<file path="config.mk">
export PLATFORM = sky130hd
export DESIGN_NAME = rc_tree_stage
export DESIGN_NICKNAME = d
export VERILOG_FILES = /design/src/rtl/rc_pkg.sv /design/src/rtl/rc_dor_route.sv /design/src/rtl/rc_tree_store.sv /design/src/rtl/rc_tree_stage.sv
export SDC_FILE = /design/constraint.sdc
export NUM_CORES = 1
export LEC_CHECK = 0
export BUFFER_PORTS_ARGS = -buffer_cell sky130_fd_sc_hd__buf_2
export CAP_MARGIN = 20
export CORE_MARGIN = 1
export CORE_UTILIZATION = 30
export CTS_BUF_LIST = sky130_fd_sc_hd__clkbuf_8
export CTS_CLUSTER_SIZE = 28
export DETAILED_ROUTE_END_ITERATION = 10
export GPL_TIMING_DRIVEN = 0
export SYNTH_ARGS = -nofsm -noshare
export SYNTH_HDL_FRONTEND = slang
export SYNTH_SLANG_ARGS = --single-unit
</file>
<file path="constraint.sdc">
create_clock -name clk -period 7.64 [get_ports clk]
set_clock_uncertainty 0.1 [all_clocks]
set_input_delay 1.528 -clock clk [delete_from_list [all_inputs] [get_ports clk]]
set_output_delay 1.528 -clock clk [all_outputs]
set_load 0.005 [all_outputs]
</file>
<file path="src/rtl/rc_pkg.sv">
package rc_pkg;
  typedef enum logic [2:0] {
    K_RD_REQ = 3'd0,
    K_RD_REP = 3'd1,
    K_WR_REQ = 3'd2,
    K_WR_REP = 3'd3,
    K_INV    = 3'd4,
    K_ACK    = 3'd5
  } kind_e;

  localparam int NPORT = 5;
  localparam int P_LOC = 4;
endpackage

</file>
<file path="src/rtl/rc_dor_route.sv">
module rc_dor_route #(
  parameter int CW = 2
) (
  input  logic [CW-1:0] cur_x,
  input  logic [CW-1:0] cur_y,
  input  logic [CW-1:0] dst_x,
  input  logic [CW-1:0] dst_y,
  output logic [4:0]    dir_mask
);
  always_comb begin
    if (dst_x > cur_x)      dir_mask = 5'b00100;
    else if (dst_x < cur_x) dir_mask = 5'b01000;
    else if (dst_y > cur_y) dir_mask = 5'b00001;
    else if (dst_y < cur_y) dir_mask = 5'b00010;
    else                    dir_mask = 5'b10000;
  end
endmodule

</file>
<file path="src/rtl/rc_tree_store.sv">
module rc_tree_store #(
  parameter int DEPTH = 4,
  parameter int ENT_W = 16
) (
  input  logic                     clk,
  input  logic                     rst_n,
  input  logic                     wr_en,
  input  logic [$clog2(DEPTH)-1:0] wr_idx,
  input  logic [ENT_W-1:0]         wr_data,
  input  logic [$clog2(DEPTH)-1:0] rd_idx,
  output logic [ENT_W-1:0]         rd_data
);
  localparam int IW = $clog2(DEPTH);

  logic [ENT_W-1:0] mem [DEPTH];
  logic [DEPTH-1:0] row_en;

  for (genvar g = 0; g < DEPTH; g++) begin : g_row_en
    assign row_en[g] = wr_en && (wr_idx == IW'(g));
  end

  always_ff @(posedge clk or negedge rst_n) begin
    if (!rst_n) begin
      for (int i = 0; i < DEPTH; i++) mem[i] <= '0;
    end else begin
      for (int i = 0; i < DEPTH; i++)
        if (row_en[i]) mem[i] <= wr_data;
    end
  end

  assign rd_data = mem[rd_idx];
endmodule

</file>
<file path="src/rtl/rc_tree_stage.sv">
module rc_tree_stage
  import rc_pkg::*;
#(
  parameter int ADDR_W = 8,
  parameter int CW     = 2,
  parameter int DEPTH  = 4,
  parameter int MY_X   = 1,
  parameter int MY_Y   = 1
) (
  input  logic              clk,
  input  logic              rst_n,
  input  logic              in_valid,
  input  logic [2:0]        in_kind,
  input  logic [2:0]        in_port,
  input  logic [ADDR_W-1:0] in_addr,
  input  logic [CW-1:0]     in_src_x,
  input  logic [CW-1:0]     in_src_y,
  output logic              in_ready,
  output logic              out_valid,
  output logic [2:0]        out_kind,
  output logic [4:0]        out_ports,
  output logic [ADDR_W-1:0] out_addr,
  output logic [CW-1:0]     out_src_x,
  output logic [CW-1:0]     out_src_y
);
  localparam int IW    = $clog2(DEPTH);
  localparam int TAG_W = ADDR_W - IW;

  typedef struct packed {
    logic             vld;
    logic [TAG_W-1:0] tag;
    logic [3:0]       to_rt;
    logic [3:0]       from_rt;
    logic             dat;
    logic             busy;
    logic             outst;
    logic [3:0]       pend;
    logic [2:0]       back;
  } ent_t;
  localparam int ENT_W = $bits(ent_t);

  // reset: asserted asynchronously, released through two flops
  logic [1:0] rst_sync;
  logic       rst_q;
  always_ff @(posedge clk or negedge rst_n) begin
    if (!rst_n) rst_sync <= 2'b00;
    else        rst_sync <= {rst_sync[0], 1'b1};
  end
  assign rst_q = rst_sync[1];

  logic [IW-1:0]    idx;
  logic [TAG_W-1:0] tag;
  logic [ENT_W-1:0] rd_raw;
  ent_t             ent;
  ent_t             went;
  logic             we;
  logic             hit;
  logic             is_req;
  logic             stall;
  logic [3:0]       in_bit4;
  logic [4:0]       in_bit5;
  logic [4:0]       route_home;
  logic [4:0]       route_src;
  logic [3:0]       others;
  logic [3:0]       br;
  logic [3:0]       rem;
  logic             nx_vld;
  logic [2:0]       nx_kind;
  logic [4:0]       nx_ports;

  assign idx = in_addr[IW-1:0];
  assign tag = in_addr[ADDR_W-1:IW];
  assign ent = ent_t'(rd_raw);

  rc_tree_store #(.DEPTH(DEPTH), .ENT_W(ENT_W)) u_store (
    .clk    (clk),
    .rst_n  (rst_q),
    .wr_en  (we),
    .wr_idx (idx),
    .wr_data(went),
    .rd_idx (idx),
    .rd_data(rd_raw)
  );

  rc_dor_route #(.CW(CW)) u_route_home (
    .cur_x   (CW'(MY_X)),
    .cur_y   (CW'(MY_Y)),
    .dst_x   (in_addr[ADDR_W-1 -: CW]),
    .dst_y   (in_addr[ADDR_W-1-CW -: CW]),
    .dir_mask(route_home)
  );

  rc_dor_route #(.CW(CW)) u_route_src (
    .cur_x   (CW'(MY_X)),
    .cur_y   (CW'(MY_Y)),
    .dst_x   (in_src_x),
    .dst_y   (in_src_y),
    .dir_mask(route_src)
  );

  assign hit     = ent.vld && (ent.tag == tag);
  assign is_req  = (in_kind == K_RD_REQ) || (in_kind == K_WR_REQ);
  assign stall   = in_valid && is_req && hit && ent.busy;
  assign in_ready = !stall;
  assign in_bit5 = 5'b00001 << in_port;
  assign in_bit4 = in_bit5[3:0];
  assign others  = ent.from_rt & ~in_bit4;
  assign br      = (ent.to_rt | ent.from_rt) & ~in_bit4;
  assign rem     = ent.pend & ~in_bit4;

  // next-state: decision and tree update
  always_comb begin
    nx_vld   = 1'b0;
    nx_kind  = in_kind;
    nx_ports = '0;
    we       = 1'b0;
    went     = ent;
    if (in_valid && !stall) begin
      nx_vld = 1'b1;
      case (in_kind)
        K_RD_REQ: begin
          if (hit && ent.dat)  nx_ports = 5'b10000;
          else if (hit && |others) nx_ports = {1'b0, others & (~others + 4'd1)};
          else                 nx_ports = route_home;
        end
        K_WR_REQ, K_INV: begin
          if (hit) begin
            we = 1'b1;
            if (br == 4'd0) begin
              nx_kind  = (in_kind == K_WR_REQ) ? K_WR_REP : K_ACK;
              nx_ports = in_bit5;
              went     = '0;
            end else begin
              nx_kind    = K_INV;
              nx_ports   = {1'b0, br};
              went.busy  = 1'b1;
              went.outst = (in_kind == K_WR_REQ);
              went.pend  = br;
              went.back  = in_port;
              went.dat   = 1'b0;
            end
          end else if (in_kind == K_INV) begin
            nx_kind  = K_ACK;
            nx_ports = in_bit5;
          end else begin
            nx_ports = route_home;
          end
        end
        K_ACK: begin
          if (hit && ent.busy && |(ent.pend & in_bit4)) begin
            we = 1'b1;
            if (rem == 4'd0) begin
              nx_kind  = ent.outst ? K_WR_REP : K_ACK;
              nx_ports = 5'b00001 << ent.back;
              went     = '0;
            end else begin
              nx_vld    = 1'b0;
              went.pend = rem;
            end
          end else begin
            nx_vld = 1'b0;
          end
        end
        K_RD_REP, K_WR_REP: begin
          nx_ports = route_src;
          if (in_kind == K_RD_REP && !(!hit && ent.vld && ent.busy)) begin
            we = 1'b1;
            if (!hit) went = '0;
            went.vld   = 1'b1;
            went.tag   = tag;
            went.to_rt = went.to_rt | in_bit4;
            if (route_src[4]) went.dat = 1'b1;
            else              went.from_rt = went.from_rt | route_src[3:0];
          end
        end
        default: nx_vld = 1'b0;
      endcase
    end
  end

  // output register
  always_ff @(posedge clk or negedge rst_q) begin
    if (!rst_q) begin
      out_valid <= 1'b0;
      out_kind  <= '0;
      out_ports <= '0;
      out_addr  <= '0;
      out_src_x <= '0;
      out_src_y <= '0;
    end else begin
      out_valid <= nx_vld;
      if (nx_vld) begin
        out_kind  <= nx_kind;
        out_ports <= nx_ports;
        out_addr  <= in_addr;
        out_src_x <= in_src_x;
        out_src_y <= in_src_y;
      end
    end
  end
endmodule

</file>
==> summary.md, run 1 <==
The run gives 0 as the final count of hold timing violations. The final count of pins violating max slew was 0. For this run, design rule violations remaining after detail routing come to 5. Relative max-transition margin: 30.37%. The global-route wire length before repair is 34420 um, and the die outline width is 152.7 um. For the number of nets in the layout, the log shows 756. The run finished, with violations left.

Summing the sequential cell areas from Yosys gives 45.17% of the chip area. The tools report the beginning of the worst hold path as rst_sync[0]. The end of the worst register-to-register path is u_store.mem[19]. The signal arrival time at the worst endpoint was 3.91 ns. Dividing the final minimum period by the clock period gives 72.51%.

For this configuration, the core starts out at a cell density of 30.94%. After layout, the minimum clock period comes to 5.540 ns. Core box area: 22030 um2.

TritonCTS built the clock tree. Cell depth of the worst min-delay path: 0. The synthesized design spends more area on one cell type than any other, namely sky130_fd_sc_hd__dfrtp_1. After synthesis, the most frequently instantiated cells are 123 x sky130_fd_sc_hd__dfrtp_1, 117 x sky130_fd_sc_hd__nor2_1, 87 x sky130_fd_sc_hd__a31oi_1. The clock sink total was 123.

For the initial antenna violation count, the log shows 0. The post-CTS repair timing setup buffer count is 0. The number of buffers on the longest clock path is 2. 0 antenna diodes ended up in the layout. Startpoint of the most critical register-to-register path: u_store.mem[94]. The completed layout was analyzed and its total power is 2.195 mW.

For the number of endpoints failing setup at the final stage, the log shows 0. Setup repair after global routing left no endpoint under its margin. The count of input and output buffers works out to 40. The tools report the buffer type at the clock tree root as sky130_fd_sc_hd__clkbuf_8. Measured along the y axis, the die boundary spans 152.7 um. The checks that failed: DRC. The clock latency on the worst-skew pair is 0.46 ns, and the path depth of the worst reg2reg path is 8. In this run, synthesis inferred 0 flip-flops with an integrated enable. The synthesis-to-finish area growth is 14.98%.

The number of detailed-routing iterations run before antenna repair is 8, and the share of async-settable or async-resettable flops after synthesis is 100.0%. In the final layout, the share of cells above drive strength 1 is 21.79%. Data on the critical path is required at its endpoint by 6.01 ns. Each instance of the synthesized netlist takes up on average 10.14 um2. After global routing the overflow that remains totals 0. The routed layout has 5896 vias. The setup check on the worst reg-to-reg path leaves a slack of 4.16 ns. Dividing total power by cell area gives a power density of 280.2 nW/um2. CTS built an H-tree with a depth of 4.

Summed over all failing endpoints, the final setup total negative slack is 0 ns. Dividing the detail-routed wire length by the instance count gives 21.14 um. Most common flop cell mapped by yosys: sky130_fd_sc_hd__dfrtp_1. The routed design has 21740 um of wire. The run gives 693 as the synthesized net count.

The via count of the first global-routing pass is 5800, and the area share of the largest cell type after synthesis is 45.17%. In this run, synthesis produced a sequential element count of 123. Routability-driven placement finished with a final weighted congestion of 0.9237. For the area of the die, the log shows 23320 um2. For this run, the top clock speed supported by timing is 180.5 MHz. The min-delay analysis places its worst path in the category register to register. The kind of critical path was input pin to output pin.

The number of distinct library cell variants in the gate-level netlist after synthesis is 70, and the largest voltage drop on the vdd net is 117.8 uV. STA classifies the critical path endpoint as an output pin. Of all nets on the critical path, the largest fanout is 10.

Buffers inserted during clock tree synthesis total 17. For the pin with the worst max-slew slack, the measured transition is 1.040 ns. The tools report the row count as 54. The number of gates resized after CTS was 0. The tool flagged a number of max-cap violations equal to 0. Once layout is complete, the utilization of the core stands at 35.57%. The post-synth design cell area was 6814 um2; the routed via count divided by cell count was 5.735.

The synthesized instance count is 672. Ranked by total cell area, the synthesized netlist is headed by sky130_fd_sc_hd__dfrtp_1 45%, sky130_fd_sc_hd__mux4_2 8.9%, sky130_fd_sc_hd__a31oi_1 8.0%. Hold repair after CTS inserted 0 buffers. Number of warnings printed during yosys synthesis: 0. STA classifies the critical path startpoint as an input pin. Clock-pin slew was measured on the worst setup and hold paths at 0.07 ns.

The number of top-level pins came out at 43. In this run the static leakage power is 3.159 nW. Detailed placement finished with a half-perimeter wire length of 15120 um. Capture endpoint of the worst hold path: rst_sync[1]. Entering global routing, the biggest net connects 62 pins. The detail route stage leaves a number of antenna-violating nets equal to 0.

Total routing usage reported by global routing: 19.30%. The detailed router finished its first iteration with 673 violations. The most common cell in the netlist is sky130_fd_sc_hd__dfrtp_1.
[state kept, by name (all words and copies together) (netlist names)]
name and flops:
u_store.mem 100, out_addr 8, out_ports 5, out_kind 3, out_src_x 2, out_src_y 2
rst_sync 2, out_valid 1
[worst max-delay path, stage by stage]
cell and delay, ns:
sky130_fd_sc_hd__clkbuf_1 0.56, sky130_fd_sc_hd__mux4_2 0.46, sky130_fd_sc_hd__xnor2_1 0.23, sky130_fd_sc_hd__nand4_1 0.22
sky130_fd_sc_hd__buf_2 0.26, sky130_fd_sc_hd__buf_4 0.20, sky130_fd_sc_hd__nor2_1 0.14, sky130_fd_sc_hd__nand4_1 0.14
sky130_fd_sc_hd__buf_2 0.16
[how the worst max path moves through the flow]
stage	start	to	slack [ns]
after floorplan	in_addr[1]	in_ready	2.93
after global placement	in_addr[1]	in_ready	2.17
after detailed placement	in_addr[1]	in_ready	2.16
after CTS	in_addr[1]	in_ready	2.17
after global routing	in_addr[1]	in_ready	1.98
final	in_addr[1]	in_ready	2.10
[layout by cell type (no fill, tap or decap), types with 18 or more instances in the layout]
cell,instances
sky130_fd_sc_hd__buf_2,64
sky130_fd_sc_hd__a31oi_1,87
sky130_fd_sc_hd__mux4_2,27
sky130_fd_sc_hd__nand2_1,31
sky130_fd_sc_hd__nor2b_1,19
sky130_fd_sc_hd__dfrtp_1,122
sky130_fd_sc_hd__nor2_1,117
sky130_fd_sc_hd__a21oi_1,27
sky130_fd_sc_hd__o21ai_1,21
sky130_fd_sc_hd__clkbuf_8,18
[final cells by class]
class / instances / area (um2)
multi-input cells: 495 / 3467
clock buffers: 18 / 247.7
plain buffers: 44 / 231.5
well taps: 280 / 350.3
fillers: 2248 / 14190
clock inverters: 14 / 171.4
flip-flops and latches: 123 / 3082
repair buffers: 44 / 247.7
inverters: 10 / 37.54
[logic make-up after synthesis]
kind of cell | count (synthesis) | share of synthesized area, %
buffers and inverters | 54 | 3.948
AO/OA/AOI/OAI | 205 | 19.56
XOR/XNOR | 6 | 1.157
multiplexers | 52 | 12.93
AND/OR/NAND/NOR | 231 | 17.19
flip-flops | 123 | 45.17
other | 1 | 0.05503
[per-stage QoR]
step	cell area [um2]	setup slack (ns)	instances	hold WS, ns
final	7835	2.100	1028	0.2541
after global routing	7835	1.979	1028	0.2599
after CTS	7820	2.166	1026	0.2578
after detailed placement	7401	2.163	994	0.2397
after global placement	7365	2.174	992	0.2352
after floorplan	6814	2.934	672	0.2312
[power breakdown]
| part | total [mW] | internal [mW] | switching [mW] |
|---|---|---|---|
| registers | 0.930 | 0.826 | 0.104 |
| clock network | 0.620 | 0.331 | 0.289 |
| logic | 0.645 | 0.279 | 0.366 |
[metal layers]
layer	global-route usage, %	share of wire [%]	up-vias
li1	-	-	2651
met1	27.26	45	2954
met2	28.88	45	258
met3	4.494	8.3	33
met4	6.590	2.2	0
met5	0	0	-
Power figures use the tool's default switching activity.
==> inputs of run 2 (changes only) <==
--- a/config.mk
+++ b/config.mk
@@ -5,6 +5,7 @@
 export SDC_FILE = /design/constraint.sdc
 export NUM_CORES = 1
 export LEC_CHECK = 0
+export ABC_AREA = 1
 export BUFFER_PORTS_ARGS = -buffer_cell sky130_fd_sc_hd__buf_2
 export CAP_MARGIN = 20
 export CORE_MARGIN = 1
==> constraint.sdc (replaced) <==
create_clock -name clk -period 4.8 [get_ports clk]
set_clock_uncertainty 0.1 [all_clocks]
set_input_delay 0.96 -clock clk [delete_from_list [all_inputs] [get_ports clk]]
set_output_delay 0.96 -clock clk [all_outputs]
set_load 0.005 [all_outputs]
==> summary.md, run 2 <==
The area of the die is 24480 um2 (was 23320 um2). Register name with the most flops: u_store.mem (unchanged). The average wire length per cell after detail routing is 16.01 um (was 21.14 um). The number of max-capacitance violations reported is 0 (unchanged), and the clock-pin slew of the registers on the worst-case setup and hold paths is 0.08 ns (was 0.07 ns).

The tools report the required time at the endpoint of the critical path as 5.05 ns (was 6.01 ns). The tools report the number of endpoints failing setup at the final stage as 0 (unchanged). The area share of the largest cell type after synthesis is 43.00% (was 45.17%). The tools report the final count of pins violating max slew as 0 (unchanged).

Share of async-settable or async-resettable flops after synthesis: 100.0% (unchanged). The CTS buffer count is 17 (unchanged). The number of flops mapped to enable cells by yosys works out to 0 (unchanged).

The buffer type at the clock tree root is sky130_fd_sc_hd__clkbuf_8 (unchanged). The synthesis-to-finish area growth was 15.36% (was 14.98%). The final worst slack is 1.222 ns (was 2.100 ns). The slew at the pin with the worst max-slew slack was 0.8388 ns (was 1.040 ns). Timing would allow up to 279.5 MHz.

The largest net degree at the start of global routing is 47 (was 62). The total via count in the routed design was 6761 (was 5896); the power density over the cells was 286.3 nW/um2 (was 280.2 nW/um2). The logs give 1173 um (was 1802 um) for the sum of met3 wire segment lengths after detailed routing and 35.29% (was 35.57%) for the fraction of the core area covered by cells at the end of the flow. The clock sink total was 123 (unchanged); the number of distinct library cell variants in the gate-level netlist after synthesis was 46 (was 70). The tools report the static leakage as 4.493 nW (was 3.159 nW). The overall power after layout was 2.364 mW (was 2.195 mW). The level count of the clock H-tree is 4 (unchanged). Most common flop cell mapped by yosys: sky130_fd_sc_hd__dfrtp_1 (unchanged). Largest voltage drop on the vdd net: 148.9 uV (was 117.8 uV). For the number of buffers on the longest clock path, the log shows 2 (unchanged). The number of detailed-routing iterations run before antenna repair came out at 5 (was 8). Registers with the most flip-flops: u_store.mem (100), out_addr (8), out_ports (5) (unchanged). The maximum fanout along the worst path was 6 (was 10). The cell accounting for the most synthesized area is sky130_fd_sc_hd__dfrtp_1 (unchanged). The post-synth design cell area came out at 7158 um2 (was 6814 um2).

The tools report the synthesized net count as 1035 (was 693). The total routing usage reported by global routing is 19.59% (was 19.30%). The run gives 665 (was 673) as the violation count after the first detailed-routing iteration. Highest metal layer with signal wires: met4 (unchanged). Post-CTS repair timing setup buffer count: 0 (unchanged).

The type of origin of the critical path was an input pin (unchanged). The endpoint class of the critical path was a register (was an output pin). The number of register bits inferred by synthesis was 123 (unchanged). The flow ran to the end, and the final reports show no timing, DRC or antenna violations.

Clock latency on the worst-skew pair: 0.46 ns (about the same). The DRC violations left was 0 (was 5). For the sum of met2 wire segment lengths after detailed routing, the log shows 10540 um (was 9745 um). The setup slack after placement was 0.8697 ns (was 2.163 ns); the die outline width was 156.5 um (was 152.7 um). The worst hold path class was input pin to asynchronous set/reset pin (was register to register).

The core box area was 23400 um2 (was 22030 um2); the global-route wire length before repair was 36610 um (was 34420 um). The vertical die dimension was 156.5 um (was 152.7 um). For the via count of the first global-routing pass, the log shows 6534 (was 5800). For the initial antenna violation count, the log shows 0 (unchanged). Post-synth top cells: 570 x sky130_fd_sc_hd__nand2_1, 123 x sky130_fd_sc_hd__dfrtp_1, 51 x sky130_fd_sc_hd__nand3_1 (was 123 x sky130_fd_sc_hd__dfrtp_1, 117 x sky130_fd_sc_hd__nor2_1, 87 x sky130_fd_sc_hd__a31oi_1). The tools report the post-synthesis sequential area ratio as 43.00% (was 45.17%). Setup repair after global routing left no endpoint under its margin. The count of input and output buffers is 39 (was 40). The post-route met1 wirelength was 10480 um (was 9701 um); the number of warnings printed during yosys synthesis was 0 (unchanged). Signal arrival time at the worst endpoint: 3.83 ns (was 3.91 ns). TritonCTS built the clock tree.

The relative max-transition margin is 43.87% (was 30.37%). Dividing the final minimum period by the clock period gives 74.54%. Antenna violation net count after detailed routing: 0 (unchanged).

Final count of hold timing violations: 0 (unchanged). The run gives 16390 um (was 15120 um) as the half-perimeter wire length after placement. Highest-count cells in the layout ignoring fill and taps: 570 x sky130_fd_sc_hd__nand2_1, 122 x sky130_fd_sc_hd__dfrtp_1, 51 x sky130_fd_sc_hd__nand3_1 (was 122 x sky130_fd_sc_hd__dfrtp_1, 117 x sky130_fd_sc_hd__nor2_1, 87 x sky130_fd_sc_hd__a31oi_1). For the sum of routed wire length over all layers, the log shows 22510 um (was 21740 um). The routed via count divided by cell count is 4.809 (was 5.735), and the number of nets in the layout is 1095 (was 756). The worst path in the final design needs a cycle of 3.578 ns, including I/O delays and setup. For the post-cts sizing count, the log shows 0 (unchanged).

Kind of critical path: input pin to register (was input pin to output pin). The run gives 43 (unchanged) as the number of top-level pins. The most common cell in the netlist is sky130_fd_sc_hd__nand2_1 (was sky130_fd_sc_hd__dfrtp_1). The synthesized instance count was 1014 (was 672). Most common cell after layout, fill and taps aside: sky130_fd_sc_hd__nand2_1 (was sky130_fd_sc_hd__dfrtp_1). The number of flip-flops in the largest register was 100 (unchanged); the quantity of hold-fixing buffers added after cts was 0 (unchanged). Ranking of synthesized cells by area: sky130_fd_sc_hd__dfrtp_1 43%, sky130_fd_sc_hd__nand2_1 30%, sky130_fd_sc_hd__nand3_1 3.6% (was sky130_fd_sc_hd__dfrtp_1 45%, sky130_fd_sc_hd__mux4_2 8.9%, sky130_fd_sc_hd__a31oi_1 8.0%). The final antenna diode count was 0 (unchanged). The starting utilization of the core area is 30.59% (was 30.94%), and the row count is 56 (was 54).

The run gives 0.9235 (was 0.9237) as the placer congestion estimate. The layout filler cell count is 2580 (was 2248), and the synthesized area per cell is 7.059 um2 (was 10.14 um2). The global route total overflow was 0 (unchanged). The proportion of layout cells with a drive suffix above 1 is 14.63% (was 21.79%).
==> run 2: cell types whose count changed after synthesis, sizes merged, moves of 19 or more <==
| cell | delta |
|---|---|
| nand2 | +562 |
| a31oi | -86 |
| nor2 | -74 |
| nand3 | +46 |
| inv | +45 |
| mux4 | -27 |
| nor2b | -19 |
==> run 2: metal layers <==
metal / GRT usage, % / vias to the layer above
li1: - / 3329
met1: 26.66 / 3207
met2: 31.59 / 199
met3: 3.794 / 26
met4: 5.275 / 0
met5: 0 / -
==> run 2: stage by stage <==
stage | hold slack, ns | std cells | instance area (um2) | TNS, ns
2_1_floorplan | 0.2312 | 1014 | 7158 | 0
3_3_place_gp | 0.2313 | 1372 | 7752 | -76.40
3_5_place_dp | 0.2313 | 1374 | 7811 | 0
4_1_cts | 0.1599 | 1406 | 8258 | 0
5_1_grt | 0.1637 | 1406 | 8258 | 0
6_report | 0.1851 | 1406 | 8258 | 0
==> run 2: worst max-delay path, cell delays in order <==
cell                      delay (ns)
sky130_fd_sc_hd__buf_2          0.13
sky130_fd_sc_hd__inv_1          0.07
sky130_fd_sc_hd__nor3_1         0.64
sky130_fd_sc_hd__inv_1          0.19
sky130_fd_sc_hd__nand2_1        0.17
sky130_fd_sc_hd__o21ai_0        0.13
sky130_fd_sc_hd__inv_1          0.15
sky130_fd_sc_hd__nand2_1        0.06
sky130_fd_sc_hd__nor2_1         0.35
sky130_fd_sc_hd__nand2_2        0.11
sky130_fd_sc_hd__nand2_2        0.14
sky130_fd_sc_hd__nand3_1        0.28
sky130_fd_sc_hd__nand2_1        0.13
sky130_fd_sc_hd__nand2_1        0.15
sky130_fd_sc_hd__nand2_1        0.11
sky130_fd_sc_hd__nand2_1        0.05
==> run 2: kinds of logic after synthesis <==
logic type | after synthesis | share of synthesized area [%]
DFF | 123 | 43.00
and+or+nand+nor | 734 | 44.66
buffers and inverters | 90 | 6.869
AOI/OAI and AO/OA | 66 | 5.419
other | 1 | 0.05239
==> run 2: final cells by class <==
| type | count | area [um2] | share of cell area (%) |
|---|---|---|---|
| buffer | 33 | 254.0 | 3.076 |
| clock buffer | 20 | 275.3 | 3.333 |
| clock inverter | 12 | 171.4 | 2.076 |
| inverter | 57 | 237.7 | 2.879 |
| multi-input combinational | 801 | 3588 | 43.45 |
| sequential | 123 | 3082 | 37.32 |
| tap | 319 | 399.1 | 4.833 |
| timing repair buffer | 41 | 250.2 | 3.030 |
==> run 2: final timing paths <==
path                                      start              end  slack (ns)  depth (start not counted)
worst max register to register  u_store.mem[13]  u_store.mem[96]        1.96                         14
min in group clk                    rst_sync[0]      rst_sync[1]        0.25                          0
worst min-delay path                      rst_n      rst_sync[1]        0.19                          1
max in group asynchronous           rst_sync[1]     out_ports[4]        3.77                          1
worst min register to register      rst_sync[1]  u_store.mem[82]        0.21                          0
worst max-delay path                 in_port[0]  u_store.mem[96]        1.22                         16
==> run 2: power by group <==
part           switching, mW  total, mW  internal (mW)  leakage (nW)
Combinational          0.160      0.232         0.0716          2.59
Clock                  0.444       1.05          0.603         0.220
Sequential            0.0208       1.08           1.06          1.68
Total                  0.625       2.36           1.74          4.49
==> inputs of run 3 (changes only) <==
==> constraint.sdc (replaced) <==
create_clock -name clk -period 3.6 [get_ports clk]
set_clock_uncertainty 0.1 [all_clocks]
set_input_delay 0.72 -clock clk [delete_from_list [all_inputs] [get_ports clk]]
set_output_delay 0.72 -clock clk [all_outputs]
set_load 0.005 [all_outputs]
==> summary.md, run 3 (synthesis results as in run 2) <==
The global-route wire length before repair was 35820 um (was 36610 um). The number of detailed-routing iterations run before antenna repair is 5 (unchanged), and the sum of routed wire length over all layers is 22360 um (was 22510 um). The clock latency on the worst-skew pair was 0.46 ns (about the same). The average wire length per cell after detail routing is 15.89 um (was 16.01 um). The critical path's top delay family was simple AND/OR/NAND/NOR gates (unchanged). The tools report the type of origin of the critical path as an input pin (unchanged). The post-cts sizing count is 0 (unchanged).

Registers with the most flip-flops: u_store.mem (100), out_addr (8), out_ports (5) (unchanged). The starting utilization of the core area is 30.59% (unchanged), and the number of nets in the layout is 1096 (was 1095). Highest-count cells in the layout ignoring fill and taps: 570 x sky130_fd_sc_hd__nand2_1, 122 x sky130_fd_sc_hd__dfrtp_1, 51 x sky130_fd_sc_hd__nand3_1 (unchanged). The number of buffers on the longest clock path came out at 2 (unchanged). The die outline width works out to 156.5 um (unchanged). For the largest net degree at the start of global routing, the log shows 49 (was 47).

The power density over the cells is 372.9 nW/um2 (was 286.3 nW/um2), and the clock sink total is 123 (unchanged). For the antenna violation net count after detailed routing, the log shows 0 (unchanged). The maximum clock rate came out at 307.8 MHz. For the violation count after the first detailed-routing iteration, the log shows 639 (was 665).

The number of flip-flops in the largest register came out at 100 (unchanged). The relative max-transition margin is 39.25% (was 43.87%), and the row count is 56 (unchanged). Register name with the most flops: u_store.mem (unchanged). The global route total overflow was 0 (unchanged). The tools report the overall power after layout as 3.070 mW (was 2.364 mW). The proportion of layout cells with a drive suffix above 1 was 14.71% (was 14.63%); the worst stage delay on the critical path was 0.41 ns (was 0.64 ns).

The final count of hold timing violations is 0 (unchanged). The clock-pin slew of the registers on the worst-case setup and hold paths came out at 0.07 ns (was 0.08 ns). The buffer type at the clock tree root is sky130_fd_sc_hd__clkbuf_8 (unchanged).

The kind of critical path was input pin to register (unchanged). The slew at the pin with the worst max-slew slack was 0.9043 ns (was 0.8388 ns). The routed via count divided by cell count works out to 4.832 (was 4.809).

The post-CTS repair timing setup buffer count was 0 (unchanged). The required time at the endpoint of the critical path was 3.85 ns (was 5.05 ns). The placer congestion estimate was 0.9135 (was 0.9235). TritonCTS built the clock tree. Cell repeated most along the worst path: sky130_fd_sc_hd__nand2_1 (unchanged). The tools report the total routing usage reported by global routing as 19.36% (was 19.59%). The synthesis-to-finish area growth is 15.01% (was 15.36%), and the CTS buffer count is 17 (unchanged).

The largest voltage drop on the vdd net was 209.5 uV (was 148.9 uV); the via count of the first global-routing pass was 6396 (was 6534). The half-perimeter wire length after placement came out at 16270 um (was 16390 um). The post-route worst hold slack is 0.2083 ns (was 0.1851 ns), and the count of input and output buffers is 39 (unchanged). Most common cell after layout, fill and taps aside: sky130_fd_sc_hd__nand2_1 (unchanged). For the final antenna diode count, the log shows 0 (unchanged). The run gives 1407 (was 1406) as the filler-free cell count of the finished design. Number of max-capacitance violations reported: 0 (unchanged). For the placed instance count, the log shows 1374 (unchanged). The area of the die is 24480 um2 (unchanged).

Critical Path, Cell by Cell: buf_6 -> nor2_4 -> clkbuf_1 -> nand2_1 -> nand2_1 -> nor2_1 -> inv_1 -> o21ai_0 -> nand2_1 -> nor2_1 -> nand2_2 -> nand2_2 -> nand4_2 -> buf_6 -> nand2_1 -> nand2_2 -> nand2_1 -> nand2_1 (was buf_2 -> inv_1 -> nor3_1 -> inv_1 -> nand2_1 -> o21ai_0 -> inv_1 -> nand2_1 -> nor2_1 -> nand2_2 -> nand2_2 -> nand3_1 -> nand2_1 -> nand2_1 -> nand2_1 -> nand2_1). The quantity of hold-fixing buffers added after cts came out at 1 (was 0). The number of endpoints failing setup at the final stage came out at 0 (unchanged). The tools report the endpoint class of the critical path as a register (unchanged). The logs give 6798 (was 6761) for the total via count in the routed design and 23400 um2 (unchanged) for the core box area. The run finished with clean final reports. The buffering stage count on the worst path with inverters included was 4 (unchanged). The fraction of the core area covered by cells at the end of the flow was 35.18% (was 35.29%). Initial antenna violation count: 0 (unchanged).

Setup repair after global routing left no endpoint under its margin. Maximum fanout along the worst path: 10 (was 6). The tools report the DRC violations left as 0 (unchanged). For the final count of pins violating max slew, the log shows 0 (unchanged). Worst hold path class: register to asynchronous set/reset pin (was input pin to asynchronous set/reset pin). The slowest stage cell on the critical path was sky130_fd_sc_hd__o21ai_0 (was sky130_fd_sc_hd__nor3_1). The shortest clock period the worst path allows after layout works out to 3.249 ns. The signal arrival time at the worst endpoint was 3.49 ns (was 3.83 ns). Portion of the clock cycle consumed by the worst path in the final layout: 90.24%. The tools report the static leakage as 4.486 nW (was 4.493 nW). The run gives 4 (unchanged) as the level count of the clock H-tree. For the number of top-level pins, the log shows 43 (unchanged). The vertical die dimension works out to 156.5 um (unchanged).
run 3: changes by cell type in the layout (fill, tap and decap cells not counted), sizes merged:
cell         delta
bufinv          -1
clkbuf          -1
clkinv          +4
clkinvlp        -1
dlygate4sd3     +1
inv             -1
run 3: where the power goes:
part | total [mW] | switching [mW] | internal [mW] | leakage [nW]
logic | 0.308 | 0.212 | 0.0962 | 2.60
registers | 1.45 | 0.0275 | 1.42 | 1.68
clock network | 1.32 | 0.603 | 0.713 | 0.208
run 3: cell type report:
cell class | count | area (um2)
flip-flops and latches | 123 | 3082
fillers | 2537 | 15170
clock buffers | 19 | 261.5
inverters | 57 | 237.7
clock inverters | 13 | 150.1
multi-input cells | 801 | 3588
well taps | 319 | 399.1
repair buffers | 42 | 260.3
plain buffers | 33 | 254.0
run 3: final timing paths:
check | from | to | slack, ns | cells after the start
worst max-delay path | in_addr[0] | u_store.mem[12] | 0.35 | 18
worst min-delay path | rst_sync[1] | u_store.mem[53] | 0.21 | 0
worst max register to register | u_store.mem[46] | u_store.mem[81] | 0.74 | 16
worst min register to register | rst_sync[1] | u_store.mem[53] | 0.21 | 0
max in group asynchronous | rst_sync[1] | out_ports[2] | 2.57 | 1
min in group clk | rst_sync[0] | rst_sync[1] | 0.25 | 0
run 3: through the flow:
stage                     area, um2  setup WS (ns)  TNS [ns]
after detailed placement       7811       -0.04765   -0.9247
after CTS                      8233         0.4171         0
after floorplan                7159         0.6885         0
final                          8233         0.3513         0
after global placement         7754       -0.01984   -0.2613
after global routing           8233        0.06794         0
run 3: layer usage:
layer | GRT usage [%] | up-vias | part of all wire, %
li1 | - | 3327 | -
met1 | 26.01 | 3198 | 46
met2 | 31.08 | 238 | 47
met3 | 3.822 | 35 | 5.7
met4 | 6.303 | 0 | 1.5
met5 | 0 | - | 0
